`config.mk`:
```
export PLATFORM = sky130hd
export DESIGN_NAME = exc_mask_filter
export DESIGN_NICKNAME = d
export VERILOG_FILES = /design/src/rtl/emf_pkg.sv /design/src/rtl/emf_mask_regs.sv /design/src/rtl/emf_thresh_cmp.sv /design/src/rtl/emf_class_gate.sv /design/src/rtl/exc_mask_filter.sv
export SDC_FILE = /design/constraint.sdc
export NUM_CORES = 1
export LEC_CHECK = 0
export CAP_MARGIN = 25
export CORE_UTILIZATION = 29
export DETAILED_ROUTE_END_ITERATION = 12
export PLACE_DENSITY = 0.75
export SLEW_MARGIN = 20
export SYNTH_ARGS = -nofsm -noshare
export SYNTH_HDL_FRONTEND = slang
export SYNTH_HIERARCHICAL = 1
export SYNTH_SLANG_ARGS = --single-unit
```
`constraint.sdc`:
```
create_clock -name clk -period 1.72 [get_ports clk]
set_clock_uncertainty 0.05 [all_clocks]
set_input_delay 0.172 -clock clk [delete_from_list [all_inputs] [get_ports clk]]
set_output_delay 0.172 -clock clk [all_outputs]
set_load 0.03 [all_outputs]
```
`src/rtl/emf_pkg.sv`:
```
package emf_pkg;

    localparam int PRIO_FULL = 8;

    typedef enum logic [1:0] {
        CLS_NMI   = 2'd0,
        CLS_HARD  = 2'd1,
        CLS_FAULT = 2'd2,
        CLS_IRQ   = 2'd3
    } exc_class_e;

    typedef enum logic [1:0] {
        SEL_PRIO_LOCK  = 2'd0,
        SEL_FAULT_LOCK = 2'd1,
        SEL_THRESH     = 2'd2,
        SEL_NONE       = 2'd3
    } mask_sel_e;

endpackage

```
`src/rtl/emf_mask_regs.sv`:
```
module emf_mask_regs
    import emf_pkg::*;
#(
    parameter int PRIO_BITS = 3
) (
    input  logic                 clk,
    input  logic                 rst_n,
    input  logic                 wr_en,
    input  logic [1:0]           wr_sel,
    input  logic [PRIO_FULL-1:0] wr_data,
    input  logic [1:0]           rd_sel,
    output logic [PRIO_FULL-1:0] rd_data,
    output logic                 prio_lock,
    output logic                 fault_lock,
    output logic [PRIO_BITS-1:0] thresh
);

    mask_sel_e wsel;
    mask_sel_e rsel;
    logic [PRIO_FULL-1:0] thresh_ext;

    assign wsel = mask_sel_e'(wr_sel);
    assign rsel = mask_sel_e'(rd_sel);

    // Register state; only the implemented top bits of the threshold are kept.
    always_ff @(posedge clk or negedge rst_n) begin
        if (!rst_n) begin
            prio_lock  <= 1'b0;
            fault_lock <= 1'b0;
            thresh     <= '0;
        end else if (wr_en) begin
            unique case (wsel)
                SEL_PRIO_LOCK:  prio_lock  <= wr_data[0];
                SEL_FAULT_LOCK: fault_lock <= wr_data[0];
                SEL_THRESH:     thresh     <= wr_data[PRIO_FULL-1 -: PRIO_BITS];
                SEL_NONE:       ;
            endcase
        end
    end

    // Left-align the stored threshold; unimplemented low bits read as zero.
    always_comb begin
        thresh_ext = '0;
        thresh_ext[PRIO_FULL-1 -: PRIO_BITS] = thresh;
    end

    always_comb begin
        unique case (rsel)
            SEL_PRIO_LOCK:  rd_data = {{(PRIO_FULL-1){1'b0}}, prio_lock};
            SEL_FAULT_LOCK: rd_data = {{(PRIO_FULL-1){1'b0}}, fault_lock};
            SEL_THRESH:     rd_data = thresh_ext;
            SEL_NONE:       rd_data = '0;
        endcase
    end

endmodule

```
`src/rtl/emf_thresh_cmp.sv`:
```
module emf_thresh_cmp
    import emf_pkg::*;
#(
    parameter int PRIO_BITS = 3
) (
    input  logic [PRIO_BITS-1:0] thresh,
    input  logic [PRIO_FULL-1:0] exc_prio,
    output logic                 below_thresh
);

    logic [PRIO_BITS-1:0] prio_impl;
    logic                 thresh_on;

    // Low-order bits beyond the implemented width are dropped.
    assign prio_impl = exc_prio[PRIO_FULL-1 -: PRIO_BITS];
    assign thresh_on = |thresh;

    // Passes when threshold masking is off or the exception is more urgent.
    assign below_thresh = !thresh_on || (prio_impl < thresh);

endmodule

```
`src/rtl/emf_class_gate.sv`:
```
module emf_class_gate
    import emf_pkg::*;
(
    input  logic [1:0] exc_class,
    input  logic       prio_lock,
    input  logic       fault_lock,
    input  logic       below_thresh,
    output logic       take_ok
);

    exc_class_e cls;
    logic pass_prio_lock;
    logic pass_fault_lock;
    logic pass_thresh;

    assign cls = exc_class_e'(exc_class);

    always_comb begin
        unique case (cls)
            CLS_NMI: begin
                pass_prio_lock  = 1'b1;
                pass_fault_lock = 1'b1;
                pass_thresh     = 1'b1;
            end
            CLS_HARD: begin
                pass_prio_lock  = 1'b1;
                pass_fault_lock = !fault_lock;
                pass_thresh     = 1'b1;
            end
            CLS_FAULT, CLS_IRQ: begin
                pass_prio_lock  = !prio_lock;
                pass_fault_lock = !fault_lock;
                pass_thresh     = below_thresh;
            end
        endcase
    end

    assign take_ok = pass_prio_lock && pass_fault_lock && pass_thresh;

endmodule

```
`src/rtl/exc_mask_filter.sv`:
```
module exc_mask_filter #(
    parameter int PRIO_BITS = 3   // implemented priority width, 1..8
) (
    input  logic       clk,
    input  logic       rst_n,
    input  logic [1:0] exc_class,
    input  logic [7:0] exc_prio,
    input  logic       wr_en,
    input  logic [1:0] wr_sel,
    input  logic [7:0] wr_data,
    input  logic [1:0] rd_sel,
    output logic [7:0] rd_data,
    output logic       take_ok
);

    logic                 prio_lock_q;
    logic                 fault_lock_q;
    logic [PRIO_BITS-1:0] thresh_q;
    logic                 below_thresh;

    emf_mask_regs #(.PRIO_BITS(PRIO_BITS)) u_regs (
        .clk        (clk),
        .rst_n      (rst_n),
        .wr_en      (wr_en),
        .wr_sel     (wr_sel),
        .wr_data    (wr_data),
        .rd_sel     (rd_sel),
        .rd_data    (rd_data),
        .prio_lock  (prio_lock_q),
        .fault_lock (fault_lock_q),
        .thresh     (thresh_q)
    );

    emf_thresh_cmp #(.PRIO_BITS(PRIO_BITS)) u_cmp (
        .thresh       (thresh_q),
        .exc_prio     (exc_prio),
        .below_thresh (below_thresh)
    );

    emf_class_gate u_gate (
        .exc_class    (exc_class),
        .prio_lock    (prio_lock_q),
        .fault_lock   (fault_lock_q),
        .below_thresh (below_thresh),
        .take_ok      (take_ok)
    );

endmodule

```
# After elaboration in Yosys (flattened, before gate mapping)
# Index checks and enable logic that the tools add are counted.
dict set report classes {
  n_lt_le_gt_ge 1
  n_reduce_logical 16
  mux 4
  n_eq_ne 8
}
# operator count
set op_table {}
lappend op_table {{one-hot mux 8 bit (4 select lines)} 1}
lappend op_table {{== test 2 bit (second input constant)} 5}
lappend op_table {{== test 2 x 1 -> 1 bit (second input constant)} 3}
lappend op_table {{logical NOT 2 bit} 3}
lappend op_table {{one-hot mux 1 bit (2 select lines)} 3}
lappend op_table {{AND reduction 2 bit} 3}
lappend op_table {{OR reduction 3 bit} 2}
lappend op_table {{OR reduction 2 bit} 2}
lappend op_table {{logical NOT 1 bit} 3}
lappend op_table {{< comparator 3 bit} 1}
lappend op_table {{logical AND 1 bit} 2}
lappend op_table {{logical OR 1 bit} 1}
dict set report totals {
  elab_cells 32
  out_inout_bits 9
  inputBits 25
  reg_bits 5
}

# Logic depth before layout (Yosys ltp)
# Gate-level depths: netlist (run 1).
dict set report logic_depth {
  depth_word 5
  ltp_mapped 6
}

# By module
# Netlist (run 1), hierarchy kept.
# module seq_area_each_um2 cells_each area_each_um2 instances
set modules_own_cells {}
lappend modules_own_cells {emf_mask_regs 125.1 24 309.0 1}
lappend modules_own_cells {emf_thresh_cmp 0.0 9 60.1 1}
lappend modules_own_cells {emf_class_gate 0.0 3 16.3 1}

# Worst setup path after synthesis (run 1)
# No wires, ideal clock.
dict set report synth_timing {
  path_kind {register to output}
  startpoint {register u_regs.thresh[2]}
  endpoint {output take_ok}
  path_slack_ns 0.287
  arrival_time_ns 1.211
  stages_incl_launch_ff 7
  path_cell_list {dfrtp_1 -> inv_1 -> ha_1 -> a21oi_1 -> o21ai_1 -> o31ai_1 -> a21o_1}
}
dict set report synth_via {
  elab_chain_cells 5
  word_cells_on_any_way 6
}
# element line_no
set synth_lines {}
lappend synth_lines {{from (decl)} emf_mask_regs.sv:15} ;# output logic [PRIO_BITS-1:0] thresh
lappend synth_lines {{from (signal assigned)} emf_mask_regs.sv:35} ;# SEL_THRESH: thresh <= wr_data[PRIO_FULL-1 -: PRIO_BITS];
lappend synth_lines {{branches (longest 2 deep; another with < comparator 3 bit)} -}
lappend synth_lines {{logical OR 1 bit (*)} emf_thresh_cmp.sv:19} ;# assign below_thresh = !thresh_on || (prio_impl < thresh);
lappend synth_lines {{via below_thresh} exc_mask_filter.sv:19} ;# logic below_thresh;
lappend synth_lines {{one-hot mux 1 bit (2 select lines) (*)} emf_class_gate.sv:19} ;# unique case (cls)
lappend synth_lines {{logical AND 1 bit (*)} emf_class_gate.sv:38} ;# assign take_ok = pass_prio_lock && pass_fault_lock && pass_thresh;
lappend synth_lines {{to (decl)} exc_mask_filter.sv:13} ;# output logic take_ok
# Mark *: on every way through the listed nets, which the timed path passes.

# Worst setup path after layout (run 1)
dict set report layout_timing {
  startpoint {input exc_prio[7]}
  endpoint {output take_ok}
}
dict set report layout_via {
  elab_chain_cells 4
}
# element line_no
set layout_lines {}
lappend layout_lines {{from (decl)} exc_mask_filter.sv:7} ;# input logic [7:0] exc_prio,
lappend layout_lines {{< comparator 3 bit} emf_thresh_cmp.sv:19}
lappend layout_lines {{logical OR 1 bit} emf_thresh_cmp.sv:19}
lappend layout_lines {{via below_thresh} exc_mask_filter.sv:19}
lappend layout_lines {{one-hot mux 1 bit (2 select lines)} emf_class_gate.sv:19}
lappend layout_lines {{logical AND 1 bit} emf_class_gate.sv:38}
# The timed path passes the listed nets, and every way through them passes these cells.

==> results of run 1 <==
==> state kept, by name, summed over array words and instances, names as in the netlist <==
name               cells
u_regs/thresh          3
u_regs/fault_lock      1
u_regs/prio_lock       1
==> cell usage in the layout (no fill, tap or decap), drive strengths merged <==
master         count
nor2               2
a21o               1
nor2b              2
clkbuf             4
o21ai              1
a21oi              2
conb               4
and2               3
nor3b              1
nand2              1
ha                 2
nand3b             2
inv                2
o31ai              1
mux2i              1
clkdlybuf4s50     15
mux2               5
dfrtp              5
buf                7
==> routing by layer <==
metal | vias up | global-route usage
met5 | - | 0
li1 | 164 | -
met1 | 138 | 0.136
met3 | 0 | 0.0523
met4 | 0 | 0.0776
met2 | 21 | 0.182
==> worst min-delay path by stage <==
stage | end | slack (ns) | cells past startpoint
floorplan | u_regs/fault_lock | -0.17 | 0
global placement | u_regs/thresh[0] | 0.36 | 1
detailed placement | u_regs/thresh[0] | 0.36 | 1
CTS | u_regs/prio_lock | 0.11 | 1
global route | u_regs/thresh[0] | 0.11 | 1
finish | u_regs/prio_lock | 0.11 | 1
==> area by class of cell <==
class,instances,area (um2)
fill,106,536
multi-input combinational,28,253
timing repair buffer,22,206
sequential,5,125
clock buffer,4,26.3
tap,14,17.5
inverter,2,7.51
==> worst max-delay path, delay by kind of cell <==
family,cells,cell delay (ns)
buf+inv,2,0.58
compound gates,3,0.36
simple gates,1,0.04
fa+ha+maj,1,0.29
==> repair_timing <==
item / CTS / global route
endpoints found under the setup margin: 1 / 1
buffers inserted: 2 / 0
pin swaps: 2 / 1
gates resized for setup: 3 / 2
gates cloned: 0 / 0
==> stage by stage <==
step	worst slack (ns)	hold slack, ns
CTS	0.00586	0.112
finish	0.0452	0.111
detailed placement	-0.0113	0.362
global route	-0.0289	0.114
global placement	0.0243	0.356
floorplan	0.287	-0.174
==> cell families after synthesis <==
logic type      count (synthesis)
compound gates                  5
mux                             6
simple gates                   11
buf+inv                         6
flops                           5
other cells                     1
fa+ha+maj                       2
==> power breakdown <==
| group | internal, mW | leakage, nW | switching (mW) |
|---|---|---|---|
| sequential | 0.141 | 0.0592 | 0.0183 |
| combinational | 0.126 | 0.233 | 0.0968 |
| clock | 0.0873 | 0.0150 | 0.0425 |
| total | 0.354 | 0.307 | 0.158 |
==> results.cfg, run 1 <==
[yosys]
syn_avg_cell_area_um2 = 10.7
yosys.area_share.xor_xnor = 0
synth-edff-count = 0
ys_ff_latch = 5
ys.flop_type = dfrtp_1
synth_compound_area_frac = 0.0779
ys_async_sr_fraction = 1.00
synthAdderAreaFrac = 0.0649
synth_warnings = 6
synthCells = 36
ys_seq_area_frac = 0.325
ys_top_cells_by_area = dfrtp_1 32%, mux2_4 16%, buf_4 7.8%
yosys.area.top_type_share = 0.325
yosys-top-cells-count = 5 x dfrtp_1, 4 x buf_4, 4 x mux2_4, 3 x and2_1
synthesis.area_um2 = 385
yosysTopAreaCell = dfrtp_1
synth_top_family_by_area = simple AND/OR/NAND/NOR gates
synth.most_common_cell = dfrtp_1
synthSimpleGateAreaFrac = 0.214
muxShareOfSynthArea = 0.211
synth_cell_type_count = 19

[die]
ios = 34
rows = 12
die_y_um = 38.5
initial_utilization = 0.329
dieArea_um2 = 1480
die_w_um = 38.5
coreArea_um2 = 1170

[route]
wl_met3_um = 60
via_per_inst = 4.31
highest_layer = met3
met2WireLength_um = 310
vias = 323
drt_iter0_drc = 0
drc_errors = 0
avgRoutedWirePerCell_um = 8.99
drt-met1-wl_um = 303
firstDrtPassIters = 1
drtAntennaViolNets = 0
drt_wl_total_um = 674

[clock_tree]
clock_latency_ns = 0.24
numCtsBuffers = 3
cts_hold_buf = 0
cts_buffer_depth = 2
root_buffer = clkbuf_4
clk_pin_slew_ns = 0.04
htreeDepth = 1
cts_tree = done
clock-sinks = 5

[setup_path]
crit_fanout = 2
cp_slowest_cell = clkdlybuf4s50_1
r2r_end = u_regs/thresh[2]
reg2reg_depth = 2
startpoint_type = primary input
worstPathRequired_ns = 1.50
worstSetupEndpointType = output port
worstSetupPathType = primary input to output port
path_cells = clkdlybuf4s50_1, ha_4, nand2_2, o21ai_1, o31ai_1, a21o_1, buf_6
slowest_delay_ns = 0.45
r2r-start = u_regs/thresh[2]
crit_path_start = exc_prio[7]
arrival_ns = 1.45
reg2reg_slack_ns = 0.78
endpoint = take_ok

[timing]
setup_viol_count_final = 0
finalCritPeriodShare = 0.974
rsz0062_at_grt = yes
period_needed_ns = 1.67
setup_tns_ns = 0
fmax_ghz = 0.597
hold_violations = 0
timing.final.max_slew_violations = 0

[cells_and_area]
stdcell_area_um2 = 636
syn_to_final_growth_pct = 64.9
finalNetCount = 89
layoutNonFillerInstCount = 75
n_antenna_cell = 0
utilization = 0.543
drive_above_1_share = 0.344

[min_path]
hold_class = primary input to asynchronous set/reset pin

[outcome]
status = finished, final reports clean

[placement]
gp_congestion = 0.598
dpl.hpwl_um = 573
placed_cells = 69
dpl_cell_area_um2 = 572
port-buffer-count = 20

[power_and_ir_drop]
ir_drop_uv = 416
power_leakage_nw = 0.307
power_density_nw_per_um2 = 805
power_mw = 0.512

[grt]
grt_pass1_vias = 295
grt_pass1_wl_mm = 1.15
antenna_found_initial = 0
grt_use_total = 0.120
grt_max_degree = 6
overflow = 0

[flow_run]
cap_violations = 0
Note: power is estimated with default switching activity, not from simulation.
==> run 2: changes to the inputs <==
- CELL_PAD_IN_SITES_DETAIL_PLACEMENT: not set -> 1
- CELL_PAD_IN_SITES_GLOBAL_PLACEMENT: not set -> 1
- CORE_UTILIZATION: 29 -> 20
- PLACE_DENSITY: 0.75 -> not set
- PLACE_DENSITY_LB_ADDON: not set -> 0.1
==> results.cfg, run 2 (synthesis results as in run 1) <==
[route]
met2WireLength_um = 406
wl_met3_um = 96
drtAntennaViolNets = 0
drc_errors = 0
avgRoutedWirePerCell_um = 9.57
vias = 330
highest_layer = met3
drt_iter0_drc = 4
via_per_inst = 3.84
firstDrtPassIters = 2
drt_wl_total_um = 823
drt-met1-wl_um = 320

[power_and_ir_drop]
intPower_mw = 0.356
ir_drop_uv = 227
comb_power_share = 0.438
power_density_nw_per_um2 = 806
switching_share = 0.324
p_sw_mw = 0.171
power_leakage_nw = 0.308
power.clock.fraction = 0.259
sequentialPowerShare = 0.304
power_mw = 0.527

[cells_and_area]
regMostFlops = u_regs/thresh
stdcell_area_um2 = 654
utilization = 0.371
drive_above_1_share = 0.361
final_cell_mix = 15 x clkdlybuf4s50_1, 6 x buf_4, 5 x dfrtp_1, 4 x mux2_4, 4 x conb_1
finalNetCount = 89
n_antenna_cell = 0
final_common_cell = clkdlybuf4s50_1
top_regs = u_regs/thresh (3), u_regs/fault_lock (1), u_regs/prio_lock (1)
largest_reg_flops = 3
layoutNonFillerInstCount = 86
syn_to_final_growth_pct = 69.8
fillers = 220

[setup_path]
r2r-start = u_regs/thresh[2]
crit_fanout = 2
path_cells = clkdlybuf4s50_1, ha_4, a21oi_1, o21ai_2, o31ai_2, a21o_1, buf_6
reg2reg_slack_ns = 0.78
worstSetupPathType = primary input to output port
cp_num_buf_inv = 2
cpLargestDelayFamily = buffers and inverters
cp_slowest_cell = clkdlybuf4s50_1
r2r_end = u_regs/thresh[2]
worstSetupEndpointType = output port
reg2reg_depth = 2
worstPathRequired_ns = 1.50
arrival_ns = 1.50
slowest_delay_ns = 0.51
startpoint_type = primary input

[placement]
placed_cells = 81
dp_slack_ns = -0.0112
dpl.hpwl_um = 702
port-buffer-count = 20
gp_congestion = 0.633
dpl_cell_area_um2 = 593

[timing]
period_needed_ns = 1.72
setup_tns_ns = 0
setup_slack_ns = 0.000108
setup_viol_count_final = 0
rsz0062_at_grt = yes
whs_ns = 0.0988
finalCritPeriodShare = 1.00
timing.final.max_slew_violations = 0
hold_violations = 0
fmax_ghz = 0.581

[clock_tree]
cts_tree = done
htreeDepth = 1
clk_pin_slew_ns = 0.04
root_buffer = clkbuf_4
clock-sinks = 5
cts_hold_buf = 0
numCtsBuffers = 3
clock_latency_ns = 0.24
cts_buffer_depth = 2

[die]
die_w_um = 45.9
dieArea_um2 = 2110
initial_utilization = 0.218
coreArea_um2 = 1760
die_y_um = 45.9
rows = 15
ios = 34

[grt]
grt_pass1_wl_mm = 1.24
antenna_found_initial = 0
grt_pass1_vias = 285
overflow = 0
grt_max_degree = 6
grt_use_total = 0.0894

[min_path]
hold_class = primary input to asynchronous set/reset pin

[flow_run]
cap_violations = 0

[outcome]
status = finished, final reports clean
## run 2: cell counts in the layout (fill, tap and decap cells not counted)
No cell type changed its count.
## run 2: worst max path at each step
stage                     start  endpoint  slack [ns]  depth (start not counted)
5_1_grt             exc_prio[7]   take_ok       -0.07                          7
3_5_place_dp        exc_prio[7]   take_ok       -0.01                          7
6_report            exc_prio[7]   take_ok      0.0001                          7
4_1_cts        u_regs/thresh[2]   take_ok       -0.01                          7
3_3_place_gp        exc_prio[7]   take_ok      -0.004                          7
2_1_floorplan  u_regs/thresh[2]   take_ok        0.29                          6
## run 2: metal layers
metal | GRT usage | vias up
met5 | 0 | -
met3 | 0.0238 | 0
met1 | 0.108 | 148
met2 | 0.132 | 18
li1 | - | 164
met4 | 0.0706 | 0
## run 2: final cells by class
type                    instances  area (um2)  share of cell area
multi-input cells              28         258               0.394
repair buffers                 22         206               0.315
flip-flops and latches          5         125               0.191
well taps                      25        31.3              0.0478
clock buffers                   4        26.3              0.0402
inverters                       2        7.51              0.0115
## run 2: power groups by stage
stage / clock network [mW] / logic (mW) / registers (mW)
2_1_floorplan: 0 / 0.125 / 0.157
3_3_place_gp: 0 / 0.197 / 0.164
3_5_place_dp: 0 / 0.200 / 0.164
4_1_cts: 0.145 / 0.226 / 0.160
5_1_grt: 0.149 / 0.249 / 0.164
6_report: 0.136 / 0.231 / 0.160
## run 2: what timing repair did
item,CTS,global route
endpoints found under the setup margin,1,1
buffers inserted,1,0
pin swaps,1,0
gates resized for setup,4,2
==> run 3: changes to the inputs <==
- PLACE_DENSITY: not set -> 0.77
- PLACE_DENSITY_LB_ADDON: 0.1 -> not set
==> results.cfg, run 3 (synthesis results as in run 1) <==
[setup_path]
slowest_delay_ns = 0.37
startpoint_type = register
worstSetupPathType = register to output port
cp_num_buf_inv = 2
cpLargestDelayFamily = compound AO/OA/AOI/OAI gates
path_cells = inv_2, ha_4, nand2_2, o21ai_2, o31ai_2, a21o_1, buf_6
crit_fanout = 2
cp_slowest_cell = dfrtp_1
arrival_ns = 1.50
worstPathRequired_ns = 1.50
worstSetupEndpointType = output port

[cells_and_area]
fillers = 219
n_antenna_cell = 0
multiInputGateArea_um2 = 262
seq_area_um2 = 125
final_common_cell = clkdlybuf4s50_1
layoutNonFillerInstCount = 86
top_regs = u_regs/thresh (3), u_regs/fault_lock (1), u_regs/prio_lock (1)
drive_above_1_share = 0.377
regMostFlops = u_regs/thresh
final_cell_mix = 15 x clkdlybuf4s50_1, 6 x buf_4, 5 x dfrtp_1, 4 x mux2_4, 4 x conb_1
largest_reg_flops = 3
syn_to_final_growth_pct = 70.8
finalNetCount = 89

[route]
drt_iter0_drc = 1
avgRoutedWirePerCell_um = 9.62
drtAntennaViolNets = 0
drt_wl_total_um = 827
firstDrtPassIters = 2
via_per_inst = 3.84
drc_errors = 0
vias = 330

[grt]
use_met1 = 0.0889
overflow = 0
grt_pass1_wl_mm = 1.20
use_met2 = 0.138
grt_use_total = 0.0904
grt_pass1_vias = 308
grt_max_degree = 6
antenna_found_initial = 0
top_usage_layer = met2
met3_usage = 0.0397

[die]
die_y_um = 45.9
coreArea_um2 = 1760
rows = 15
dieArea_um2 = 2110
die_w_um = 45.9
initial_utilization = 0.218
ios = 34

[power_and_ir_drop]
power_density_nw_per_um2 = 815
power_leakage_nw = 0.309
ir_drop_uv = 333
power_mw = 0.537

[flow_run]
cap_violations = 0

[timing]
timing.final.max_slew_violations = 0
setup_slack_ns = -0.000867
fmax_ghz = 0.581
period_needed_ns = 1.72
finalCritPeriodShare = 1.00
setup_viol_count_final = 1
rsz0062_at_grt = yes
setup_tns_ns = -0.000867
hold_violations = 0

[clock_tree]
numCtsBuffers = 3
cts_hold_buf = 0
clock-sinks = 5
cts_tree = done
clock_latency_ns = 0.24
htreeDepth = 1
clk_pin_slew_ns = 0.04
cts_buffer_depth = 2
root_buffer = clkbuf_4

[outcome]
failed_checks = negative setup slack
status = complete, but fails checks

[min_path]
hold_class = primary input to asynchronous set/reset pin

[placement]
placed_cells = 80
gp_congestion = 0.635
port-buffer-count = 20
dpl.hpwl_um = 647
==> run 3: final cells by class <==
class	instances	share of cell area
inverter	2	0.0114
multi-input combinational	28	0.397
sequential	5	0.190
clock buffer	4	0.0399
tap	25	0.0475
timing repair buffer	22	0.314
==> run 3: layer usage <==
metal	wire length, um	up-vias
li1	-	164
met1	318	146
met2	406	18
met3	77	2
met4	25	0
met5	0	-
==> run 3: repair_timing <==
item                                    in CTS  in global routing
buffers inserted                             2                  0
pin swaps                                    2                  4
endpoints found under the setup margin       1                  1
resized for setup                            4                  3
==> run 3: power breakdown <==
part	leakage, nW	internal, mW	switching (mW)
clock	0.0150	0.0878	0.0491
combinational	0.235	0.131	0.107
sequential	0.0592	0.141	0.0205
total	0.309	0.360	0.177
==> run 3: path summary, 6_finish.rpt <==
check	start	end	slack, ns	cells after the start
max in group asynchronous	rst_n	u_regs/thresh[1]	1.34	1
max reg2reg	u_regs/thresh[2]	u_regs/thresh[2]	0.76	2
min	rst_n	u_regs/fault_lock	0.09	1
max	u_regs/thresh[2]	take_ok	-0.0009	7
min reg2reg	u_regs/prio_lock	u_regs/prio_lock	0.50	1
min in group clk	wr_data[6]	u_regs/thresh[1]	0.49	2
==> run 3: metrics by stage <==
step | instance area, um2 | utilization | hold slack [ns] | setup slack [ns]
finish | 658 | 0.373 | 0.0917 | -0.000867
global route | 658 | 0.373 | 0.107 | -0.0593
CTS | 647 | 0.367 | 0.0876 | -0.0120
detailed placement | 586 | 0.332 | 0.354 | -0.0182
global placement | 586 | 0.332 | 0.350 | 0.00751
floorplan | 397 | - | -0.174 | 0.287
==> run 3: worst register-to-register path, cell delays in order, from the launching register on <==
cell and delay, ns:
dfrtp_1 0.39, buf_4 0.16, mux2_4 0.25
